### config.mk
export PLATFORM = sky130hd
export DESIGN_NAME = boot_hold_gate
export DESIGN_NICKNAME = d
export VERILOG_FILES = /design/src/rtl/boot_gate_pkg.sv /design/src/rtl/bgate_mode_cap.sv /design/src/rtl/bgate_seq.sv /design/src/rtl/bgate_host_port.sv /design/src/rtl/boot_hold_gate.sv
export SDC_FILE = /design/constraint.sdc
export NUM_CORES = 1
export LEC_CHECK = 0
export CORE_MARGIN = 2
export CORE_UTILIZATION = 31
export DETAILED_ROUTE_END_ITERATION = 8
export GPL_TIMING_DRIVEN = 1
export MAX_ROUTING_LAYER = met4
export PLACE_DENSITY_LB_ADDON = 0.05
export SYNTH_ARGS = -nofsm -noshare
export SYNTH_HDL_FRONTEND = slang
export SYNTH_HIERARCHICAL = 1
export SYNTH_SLANG_ARGS = --single-unit
### constraint.sdc
create_clock -name clk -period 2 [get_ports clk]
set_clock_uncertainty 0.1 [all_clocks]
set_input_delay 0.4 -clock clk [delete_from_list [all_inputs] [get_ports clk]]
set_output_delay 0.4 -clock clk [all_outputs]
set_load 0.02 [all_outputs]
### src/rtl/boot_gate_pkg.sv
package boot_gate_pkg;
  typedef enum logic [2:0] {
    GS_INIT  = 3'd0,
    GS_IDLE  = 3'd1,
    GS_WAIT  = 3'd2,
    GS_REMAP = 3'd3,
    GS_RUN   = 3'd4
  } gate_state_t;

  localparam int REG_SEM_IDX  = 0;
  localparam int REG_STAT_IDX = 1;
  localparam int STAT_HOLD_BIT = 0;
  localparam int STAT_RUN_BIT  = 1;
  localparam int STAT_HOST_BIT = 2;
endpackage

### src/rtl/bgate_mode_cap.sv
module bgate_mode_cap #(
  parameter int MODE_W = 3,
  parameter logic [MODE_W-1:0] HOST_MODE = 3'b010
) (
  input  logic              clk,
  input  logic              rst_n,
  input  logic [MODE_W-1:0] boot_sel,
  output logic              host_mode
);
  logic [MODE_W-1:0] mode_q;

  // pins are captured only while reset is low, then frozen
  always_ff @(posedge clk) begin
    if (!rst_n) mode_q <= boot_sel;
  end

  assign host_mode = (mode_q == HOST_MODE);
endmodule

### src/rtl/bgate_seq.sv
module bgate_seq
  import boot_gate_pkg::*;
#(
  parameter int PC_W = 24,
  parameter logic [PC_W-1:0] START_ADDR = '0
) (
  input  logic            clk,
  input  logic            rst_n,
  input  logic            host_mode,
  input  logic            sem_wr_en,
  input  logic            sem_wr_val,
  output logic            sem_q,
  output logic            in_init,
  output logic            core_hold,
  output logic            vec_remap,
  output logic            core_run,
  output logic [PC_W-1:0] core_start_addr
);
  gate_state_t state_q;

  always_ff @(posedge clk or negedge rst_n) begin
    if (!rst_n) begin
      state_q <= GS_INIT;
      sem_q   <= 1'b0;
    end else begin
      unique case (state_q)
        GS_INIT: begin
          if (host_mode) begin
            sem_q   <= 1'b1;
            state_q <= GS_WAIT;
          end else begin
            state_q <= GS_IDLE;
          end
        end
        GS_WAIT: begin
          if (sem_wr_en) begin
            sem_q <= sem_wr_val;
            if (!sem_wr_val) state_q <= GS_REMAP;
          end
        end
        GS_REMAP: state_q <= GS_RUN;
        GS_RUN:   state_q <= GS_RUN;
        GS_IDLE:  state_q <= GS_IDLE;
        default:  state_q <= GS_INIT;
      endcase
    end
  end

  assign in_init   = (state_q == GS_INIT);
  assign core_hold = (in_init && host_mode) || (state_q == GS_WAIT) || (state_q == GS_REMAP);
  assign vec_remap = (state_q == GS_REMAP);
  assign core_run  = (state_q == GS_RUN);
  assign core_start_addr = core_run ? START_ADDR : '0;
endmodule

### src/rtl/bgate_host_port.sv
module bgate_host_port
  import boot_gate_pkg::*;
#(
  parameter int ADDR_W = 4,
  parameter int DATA_W = 16
) (
  input  logic              clk,
  input  logic              rst_n,
  input  logic              in_init,
  input  logic              hreq_valid,
  output logic              hreq_ready,
  input  logic              hreq_write,
  input  logic [ADDR_W-1:0] hreq_addr,
  input  logic [DATA_W-1:0] hreq_wdata,
  output logic              hrsp_valid,
  input  logic              hrsp_ready,
  output logic [DATA_W-1:0] hrsp_data,
  input  logic              sem_q,
  input  logic              st_hold,
  input  logic              st_run,
  input  logic              st_host,
  output logic              sem_wr_en,
  output logic              sem_wr_val
);
  localparam logic [ADDR_W-1:0] A_SEM  = ADDR_W'(REG_SEM_IDX);
  localparam logic [ADDR_W-1:0] A_STAT = ADDR_W'(REG_STAT_IDX);

  logic              fire;
  logic [DATA_W-1:0] rd_mux;

  assign hreq_ready = !in_init && (!hrsp_valid || hrsp_ready);
  assign fire       = hreq_valid && hreq_ready;
  assign sem_wr_en  = fire && hreq_write && (hreq_addr == A_SEM);
  assign sem_wr_val = |hreq_wdata;

  always_comb begin
    rd_mux = '0;
    if (hreq_addr == A_SEM) begin
      rd_mux[0] = sem_q;
    end else if (hreq_addr == A_STAT) begin
      rd_mux[STAT_HOLD_BIT] = st_hold;
      rd_mux[STAT_RUN_BIT]  = st_run;
      rd_mux[STAT_HOST_BIT] = st_host;
    end
  end

  always_ff @(posedge clk or negedge rst_n) begin
    if (!rst_n) begin
      hrsp_valid <= 1'b0;
      hrsp_data  <= '0;
    end else if (fire && !hreq_write) begin
      hrsp_valid <= 1'b1;
      hrsp_data  <= rd_mux;
    end else if (hrsp_ready) begin
      hrsp_valid <= 1'b0;
    end
  end
endmodule

### src/rtl/boot_hold_gate.sv
module boot_hold_gate #(
  parameter int MODE_W = 3,
  parameter logic [MODE_W-1:0] HOST_MODE = 3'b010,
  parameter int ADDR_W = 4,
  parameter int DATA_W = 16,
  parameter int PC_W   = 24,
  parameter logic [PC_W-1:0] START_ADDR = '0
) (
  input  logic              clk,
  input  logic              rst_n,
  input  logic [MODE_W-1:0] boot_sel,
  input  logic              hreq_valid,
  output logic              hreq_ready,
  input  logic              hreq_write,
  input  logic [ADDR_W-1:0] hreq_addr,
  input  logic [DATA_W-1:0] hreq_wdata,
  output logic              hrsp_valid,
  input  logic              hrsp_ready,
  output logic [DATA_W-1:0] hrsp_data,
  output logic              core_hold,
  output logic              vec_remap,
  output logic              core_run,
  output logic [PC_W-1:0]   core_start_addr
);
  logic host_mode;
  logic sem_q;
  logic in_init;
  logic sem_wr_en;
  logic sem_wr_val;

  bgate_mode_cap #(.MODE_W(MODE_W), .HOST_MODE(HOST_MODE)) u_mode (
    .clk(clk), .rst_n(rst_n), .boot_sel(boot_sel), .host_mode(host_mode)
  );

  bgate_seq #(.PC_W(PC_W), .START_ADDR(START_ADDR)) u_seq (
    .clk(clk), .rst_n(rst_n), .host_mode(host_mode),
    .sem_wr_en(sem_wr_en), .sem_wr_val(sem_wr_val),
    .sem_q(sem_q), .in_init(in_init),
    .core_hold(core_hold), .vec_remap(vec_remap), .core_run(core_run),
    .core_start_addr(core_start_addr)
  );

  bgate_host_port #(.ADDR_W(ADDR_W), .DATA_W(DATA_W)) u_port (
    .clk(clk), .rst_n(rst_n), .in_init(in_init),
    .hreq_valid(hreq_valid), .hreq_ready(hreq_ready), .hreq_write(hreq_write),
    .hreq_addr(hreq_addr), .hreq_wdata(hreq_wdata),
    .hrsp_valid(hrsp_valid), .hrsp_ready(hrsp_ready), .hrsp_data(hrsp_data),
    .sem_q(sem_q), .st_hold(core_hold), .st_run(core_run), .st_host(host_mode),
    .sem_wr_en(sem_wr_en), .sem_wr_val(sem_wr_val)
  );
endmodule

==> impl_metrics.prom, run 1 <==
# TYPE chip_impl_metric gauge
chip_impl_metric{name="total_number_of_vias",unit=""} 678
chip_impl_metric{name="grt_max_degree",unit=""} 9
chip_impl_metric{name="power.leakage",unit="nW"} 0.6077
chip_impl_info{name="holdCritPathClass",value="input port to async pin"} 1
chip_impl_metric{name="cts_buffers",unit=""} 3
chip_impl_metric{name="insertion_delay",unit="ns"} 0.27
chip_impl_info{name="kind_of_capture_point_of_the_worst_setup_path",value="flop"} 1
chip_impl_metric{name="synth_top_cell_area_share",unit="%"} 32.60
chip_impl_metric{name="achievable-frequency",unit="MHz"} 524.6
chip_impl_metric{name="initial_core_util",unit="%"} 31.72
chip_impl_metric{name="power.density_cell_area",unit="nW/um^2"} 463.3
chip_impl_info{name="ys.flop_type",value="sky130_fd_sc_hd__dfrtp_1"} 1
chip_impl_metric{name="first_global_vias",unit=""} 641
chip_impl_metric{name="critical_path_peak_fanout",unit=""} 2
chip_impl_metric{name="mappedNetlistArea",unit="sq um"} 852.1
chip_impl_metric{name="remaining_drc_errors",unit=""} 0
chip_impl_metric{name="maxSlewViolCount",unit=""} 0
chip_impl_info{name="worstSetupStartpointType",value="input port"} 1
chip_impl_info{name="tritoncts",value="yes"} 1
chip_impl_metric{name="final_net_count",unit=""} 166
chip_impl_metric{name="n_antenna_cell",unit=""} 0
chip_impl_metric{name="totalPowerFinal",unit="mW"} 0.5692
chip_impl_metric{name="clkSlewWorstSetupHoldPaths",unit="ns"} 0.07
chip_impl_info{name="crit_path_cell_chain",value="clkdlybuf4s50_1, nor3_2, and3b_1, and3_1, or4b_1, o21ai_1, a2bb2oi_1"} 1
chip_impl_metric{name="slowest_delay",unit="ns"} 0.43
chip_impl_metric{name="floorplan_row_count",unit=""} 19
chip_impl_metric{name="clock_sink_count",unit=""} 11
chip_impl_metric{name="synth-warning-count",unit=""} 6
chip_impl_metric{name="ios",unit=""} 73
chip_impl_info{name="synth_most_common_cell",value="sky130_fd_sc_hd__buf_4"} 1
chip_impl_metric{name="final.min_clock_period",unit="ns"} 1.906
chip_impl_info{name="slowest_library_cell_on_the_worst_path",value="sky130_fd_sc_hd__or4b_1"} 1
chip_impl_metric{name="cts.path.max_buffers",unit=""} 2
chip_impl_metric{name="synth_area_per_cell",unit="sq um"} 9.908
chip_impl_metric{name="timing.max_cap.violations",unit=""} 0
chip_impl_metric{name="dieArea",unit="sq um"} 3184
chip_impl_info{name="post-synth-top-area-cell",value="sky130_fd_sc_hd__buf_4"} 1
chip_impl_info{name="regToRegStartpoint",value="u_seq/state_q[1]"} 1
chip_impl_metric{name="globalRoute.totalOverflow",unit=""} 0
chip_impl_info{name="synth_top_cells_by_count",value="sky130_fd_sc_hd__buf_4, sky130_fd_sc_hd__dfrtp_1, sky130_fd_sc_hd__nor2_1, sky130_fd_sc_hd__nor4_1"} 1
chip_impl_info{name="run_status",value="finished, final reports clean"} 1
chip_impl_info{name="grt_setup_unrepaired",value="false"} 1
chip_impl_info{name="startpoint",value="hreq_addr[1]"} 1
chip_impl_metric{name="drive_gt1_share",unit="%"} 24.82
chip_impl_metric{name="post_cts_buffers",unit=""} 0
chip_impl_metric{name="vdd_ir_drop_max",unit="mV"} 0.3180
chip_impl_metric{name="global_route.usage.total",unit="%"} 11.14
chip_impl_metric{name="timing.final.setup_violations",unit=""} 0
chip_impl_metric{name="fin_tns_setup",unit="ns"} 0
chip_impl_metric{name="hold-worst-slack",unit="ns"} 0.3338
chip_impl_metric{name="final-instance-count-excl-fill",unit=""} 168
chip_impl_metric{name="number_of_instances_in_the_synthesized_netlist",unit=""} 86
chip_impl_metric{name="design.core.area",unit="sq um"} 2686
chip_impl_metric{name="numPlacedInstances",unit=""} 164
chip_impl_metric{name="final_min_period_over_clock_period",unit="%"} 95.31
chip_impl_metric{name="synth_edf_count",unit=""} 3
chip_impl_metric{name="place_congestion",unit=""} 0.6747
chip_impl_metric{name="postSynthRegisterBits",unit=""} 11
chip_impl_metric{name="antenna_violations_before_repair",unit=""} 0
chip_impl_metric{name="area_growth_syn_to_layout",unit="%"} 44.20
chip_impl_metric{name="worstPathRequired",unit="ns"} 2.06
chip_impl_info{name="setup.worst_path.class",value="input port to flop"} 1
chip_impl_metric{name="numPortBuffers",unit=""} 35
chip_impl_metric{name="routed_wirelength",unit="mm"} 1.660
chip_impl_metric{name="die_h",unit="um"} 56.43
chip_impl_metric{name="route.antenna.remaining_nets",unit=""} 0
chip_impl_metric{name="hold_viol",unit=""} 0
chip_impl_info{name="synth.area.top_cells",value="sky130_fd_sc_hd__buf_4, sky130_fd_sc_hd__dfrtp_1, sky130_fd_sc_hd__edfxtp_1"} 1
chip_impl_metric{name="die_width",unit="um"} 56.43
chip_impl_metric{name="synth_sequential_area_ratio",unit="%"} 34.07
chip_impl_metric{name="grt_first_pass_wirelength",unit="mm"} 2.704
chip_impl_metric{name="worst_ep_arrival_time",unit="ns"} 1.96
chip_impl_metric{name="cts_hold_repair.buffers",unit=""} 0
chip_impl_info{name="clk_root_buffer_cell",value="sky130_fd_sc_hd__clkbuf_4"} 1
chip_impl_metric{name="drt_iter0_drc",unit=""} 7
chip_impl_metric{name="ys_async_rst_share",unit="%"} 72.73
chip_impl_metric{name="post_synth_num_cell_types",unit=""} 27
chip_impl_metric{name="drtPass1Iterations",unit=""} 4
chip_impl_metric{name="cts_htree_levels",unit=""} 1
chip_impl_metric{name="place.detailed.hpwl",unit="mm"} 1.420
chip_impl_metric{name="wl_per_cell",unit="um"} 9.881
chip_impl_metric{name="avgViaCountPerCell",unit=""} 4.036
chip_impl_metric{name="fillerInstances",unit=""} 272
==> stage by stage <==
stage	utilization (%)	setup WS, ns	area [sq um]
detailed placement	44.67	-0.2115	1200
finish	45.74	0.09377	1229
CTS	45.65	0.007382	1226
floorplan	-	0.06702	983.4
global route	45.74	0.01202	1229
global placement	44.67	-0.2210	1200
==> final timing paths <==
check,endpoint,slack [ns],cells after the start
worst min register to register,u_port/hrsp_data[1],0.41,1
min in group clk,u_port/hrsp_data[1],0.41,1
worst min-delay path,u_seq/sem_q,0.33,2
worst max-delay path,u_seq/sem_q,0.09,7
max in group asynchronous,u_seq/state_q[0],1.32,2
worst max register to register,u_port/hrsp_data[0],0.23,7
==> report_power, final <==
group / total (mW) / internal, mW / switching, mW
logic: 0.170 / 0.0764 / 0.0934
clock network: 0.151 / 0.0772 / 0.0736
registers: 0.249 / 0.242 / 0.00622
total: 0.569 / 0.396 / 0.173
==> layer usage <==
metal	part of all wire [%]	up-vias	GRT usage, %
met2	46	44	17.11
met5	0	-	-
met1	42	309	13.04
li1	-	323	-
met3	11	2	3.917
met4	0.48	0	5.102
==> layout make-up <==
type / count / area [sq um] / share of cell area (%)
Timing Repair Buffer: 49 / 446.7 / 36.35
Tap cell: 31 / 38.79 / 3.157
Multi-Input combinational cell: 71 / 417.9 / 34.01
Clock buffer: 4 / 26.28 / 2.138
Sequential cell: 11 / 291.5 / 23.73
Inverter: 2 / 7.507 / 0.6110
==> timing repair <==
action | in CTS | in global routing
gates resized for setup | 5 | 4
endpoints found under the setup margin | 4 | 3
pin swaps | 0 | 0
==> worst max-delay path, delay by kind of cell <==
family          cells  cell delay [ns]
buf+inv             1             0.41
compound gates      2             0.17
simple gates        4             0.98
==> cell families (layout without fill, tap and decap cells) <==
family / Yosys count / after routing / synth area share [%]
compound gates: 4 / 4 / 3.376
mux: 4 / 4 / 5.139
simple gates: 26 / 26 / 23.05
buf+inv: 39 / 55 / 33.48
flops: 11 / 11 / 34.07
other cells: 2 / 37 / 0.8814
==> sequential cells by signal (all words and copies together), names as in the netlist <==
name and cells:
u_port/hrsp_data 3, u_seq/sem_q 1, u_port/hrsp_valid 1, u_seq/state_q 3
u_mode/mode_q 3
==> cell usage in the layout, fill, tap and decap left out, drive strengths merged <==
master         count
dfrtp              8
and4bb             1
and2b              1
nor4b              1
o21ai              1
mux2i              1
nor4               4
or4b               1
nor2b              1
a21oi              1
or2                2
conb              37
nand4              1
dlygate4sd2        3
nand2              1
and3               3
inv                2
clkbuf             5
o21ba              1
mux2               3
edfxtp             3
clkdlybuf4s50     31
a2bb2oi            1
and3b              1
nor3b              2
buf               14
nor3               3
nor2               4
No activity file was read; power rests on OpenSTA's default activity.
==> inputs of run 2 (changes only) <==
--- a/config.mk
+++ b/config.mk
@@ -8,7 +8,7 @@
 export CORE_MARGIN = 2
 export CORE_UTILIZATION = 31
 export DETAILED_ROUTE_END_ITERATION = 8
-export GPL_TIMING_DRIVEN = 1
+export GPL_TIMING_DRIVEN = 0
 export MAX_ROUTING_LAYER = met4
 export PLACE_DENSITY_LB_ADDON = 0.05
 export SYNTH_ARGS = -nofsm -noshare
==> run 2 against run 1 <==
  * Sequential share of layout area decreased by 3.5 points
  * Cell count is 15% higher
  * Worst setup slack gained 0.0088 ns
  * Worst hold slack worse by 0.0046 ns
  * Sequential power is essentially flat
  * Register-to-register slack better by 0.03 ns
  * Non-clock buffer count rose by 25
  * Final area grew 18%
  * Critical path type unchanged
  * Largest cell class unchanged
  * Highest routed layer unchanged
==> impl_metrics.prom, run 2 (synthesis gave the netlist of run 1 again) <==
# TYPE chip_impl_metric gauge
chip_impl_metric{name="vdd_ir_drop_max",unit="mV"} 0.3891
chip_impl_metric{name="preCtsSetupSlack",unit="ns"} -0.3739
chip_impl_metric{name="n_antenna_cell",unit=""} 0
chip_impl_info{name="most_common_cell_after_layout_fill_and_taps_aside",value="sky130_fd_sc_hd__buf_4"} 1
chip_impl_metric{name="achievable-frequency",unit="MHz"} 527.0
chip_impl_metric{name="timing.final.setup_violations",unit=""} 0
chip_impl_metric{name="dieArea",unit="sq um"} 3184
chip_impl_metric{name="worst_ep_arrival_time",unit="ns"} 1.94
chip_impl_metric{name="first_global_vias",unit=""} 640
chip_impl_metric{name="antenna_violations_before_repair",unit=""} 0
chip_impl_metric{name="power.density_cell_area",unit="nW/um^2"} 424.3
chip_impl_metric{name="hold_viol",unit=""} 0
chip_impl_metric{name="final_net_count",unit=""} 191
chip_impl_metric{name="initial_core_util",unit="%"} 31.72
chip_impl_metric{name="timing.max_cap.violations",unit=""} 0
chip_impl_metric{name="global_route.usage.total",unit="%"} 11.40
chip_impl_metric{name="maxSlewViolCount",unit=""} 0
chip_impl_info{name="clk_root_buffer_cell",value="sky130_fd_sc_hd__clkbuf_4"} 1
chip_impl_metric{name="grt_first_pass_wirelength",unit="mm"} 2.835
chip_impl_metric{name="routed_wirelength",unit="mm"} 1.667
chip_impl_metric{name="route.antenna.remaining_nets",unit=""} 0
chip_impl_metric{name="critical_path_peak_fanout",unit=""} 3
chip_impl_metric{name="remaining_drc_errors",unit=""} 0
chip_impl_metric{name="final_min_period_over_clock_period",unit="%"} 94.87
chip_impl_metric{name="power.leakage",unit="nW"} 0.7701
chip_impl_metric{name="ios",unit=""} 73
chip_impl_metric{name="crit_path_setup_slack_layout",unit="ns"} 0.1026
chip_impl_metric{name="insertion_delay",unit="ns"} 0.26
chip_impl_info{name="holdCritPathClass",value="input port to async pin"} 1
chip_impl_info{name="biggestRegsByFlops",value="u_mode/mode_q (3), u_port/hrsp_data (3), u_seq/state_q (3)"} 1
chip_impl_metric{name="cts_htree_levels",unit=""} 1
chip_impl_metric{name="cts.path.max_buffers",unit=""} 2
chip_impl_metric{name="globalRoute.totalOverflow",unit=""} 0
chip_impl_metric{name="area_growth_syn_to_layout",unit="%"} 70.04
chip_impl_metric{name="place.detailed.hpwl",unit="mm"} 1.432
chip_impl_metric{name="clkSlewWorstSetupHoldPaths",unit="ns"} 0.07
chip_impl_metric{name="worstPathRequired",unit="ns"} 2.04
chip_impl_metric{name="drt_iter0_drc",unit=""} 14
chip_impl_metric{name="floorplan_row_count",unit=""} 19
chip_impl_metric{name="drtPass1Iterations",unit=""} 4
chip_impl_metric{name="die_h",unit="um"} 56.43
chip_impl_info{name="slowest_library_cell_on_the_worst_path",value="sky130_fd_sc_hd__or4b_4"} 1
chip_impl_metric{name="grt_max_degree",unit=""} 10
chip_impl_info{name="crit_path_cell_chain",value="clkdlybuf4s50_1, nor3_4, and3b_1, and3_4, or4b_4, o21ai_2, a2bb2oi_1"} 1
chip_impl_info{name="worstSetupStartpointType",value="input port"} 1
chip_impl_metric{name="slowest_delay",unit="ns"} 0.46
chip_impl_info{name="run_status",value="finished, final reports clean"} 1
chip_impl_metric{name="drive_gt1_share",unit="%"} 40.12
chip_impl_metric{name="totalPowerFinal",unit="mW"} 0.6148
chip_impl_metric{name="numPortBuffers",unit=""} 35
chip_impl_metric{name="place_congestion",unit=""} 0.7404
chip_impl_metric{name="total_number_of_vias",unit=""} 711
chip_impl_metric{name="worst_r2r_path_depth",unit=""} 6
chip_impl_metric{name="cts_buffers",unit=""} 3
chip_impl_metric{name="avgViaCountPerCell",unit=""} 3.684
chip_impl_info{name="grt_setup_unrepaired",value="false"} 1
chip_impl_info{name="tritoncts",value="yes"} 1
chip_impl_metric{name="final.min_clock_period",unit="ns"} 1.897
chip_impl_info{name="final_cell_mix",value="sky130_fd_sc_hd__buf_4, sky130_fd_sc_hd__conb_1, sky130_fd_sc_hd__clkdlybuf4s50_1"} 1
chip_impl_metric{name="design.core.area",unit="sq um"} 2686
chip_impl_metric{name="wl_per_cell",unit="um"} 8.637
chip_impl_info{name="kind_of_capture_point_of_the_worst_setup_path",value="flop"} 1
chip_impl_metric{name="die_width",unit="um"} 56.43
chip_impl_info{name="setup.worst_path.class",value="input port to flop"} 1
chip_impl_metric{name="cts_hold_repair.buffers",unit=""} 0
chip_impl_metric{name="clock_sink_count",unit=""} 11
## run 2: changes by cell type in the layout (fill, tap and decap cells not counted), sizes merged
cell / before / now
clkdlybuf4s50: 31 / 29
buf: 14 / 40
dlymetal6s2s: 0 / 2
dlygate4sd2: 3 / 2
## run 2: path summary, 6_finish.rpt
path / start / endpoint / slack [ns]
worst max-delay path: hreq_addr[1] / u_seq/sem_q / 0.10
worst min-delay path: rst_n / u_port/hrsp_data[2] / 0.33
worst max register to register: u_seq/state_q[2] / u_seq/sem_q / 0.26
worst min register to register: u_port/hrsp_data[2] / u_port/hrsp_data[2] / 0.41
max in group asynchronous: rst_n / u_seq/state_q[0] / 1.16
min in group clk: u_port/hrsp_data[2] / u_port/hrsp_data[2] / 0.41
## run 2: repair_timing
action                     in CTS  in global routing
setup endpoints to repair       5                  3
setup buffers                   0                  2
gates resized for setup        11                 10
pin swaps                       0                  3
## run 2: report_power, final
group / switching [mW] / internal (mW)
Combinational: 0.102 / 0.118
Sequential: 0.00661 / 0.243
Clock: 0.0688 / 0.0770
## run 2: per-stage QoR
| step | instance area (sq um) | util (%) | cells | hold slack (ns) | TNS (ns) |
|---|---|---|---|---|---|
| after global routing | 1449 | 53.94 | 193 | 0.3643 | 0 |
| after global placement | 1373 | 51.09 | 187 | 0.3984 | -0.6604 |
| after floorplan | 983.4 | - | 121 | 0.004409 | 0 |
| final | 1449 | 53.94 | 193 | 0.3291 | 0 |
| after CTS | 1414 | 52.63 | 191 | 0.3459 | 0 |
| after detailed placement | 1373 | 51.09 | 187 | 0.3990 | -0.6707 |
## run 2: critical path: cells and delay by family
kind / cells / cell delay [ns]
buffers and inverters: 1 / 0.44
AND/OR/NAND/NOR: 4 / 0.95
AO/OA/AOI/OAI: 2 / 0.14
## run 2: area by class of cell
| cell class | instances | area (sq um) |
|---|---|---|
| multi-input combinational | 71 | 447.9 |
| clock buffer | 4 | 26.28 |
| tap | 31 | 38.79 |
| sequential | 11 | 292.8 |
| fill | 264 | 1237 |
| buffer | 37 | 277.8 |
| timing repair buffer | 37 | 357.8 |
| inverter | 2 | 7.507 |
## run 2: metal layers
metal  part of all wire (%)  up-vias  global-route usage [%]
li1                       -      373                       -
met1                     41      294                   13.49
met2                     46       42                   17.61
met3                     13        2                   4.378
met4                   0.48        0                   4.082
met5                      0        -                       -
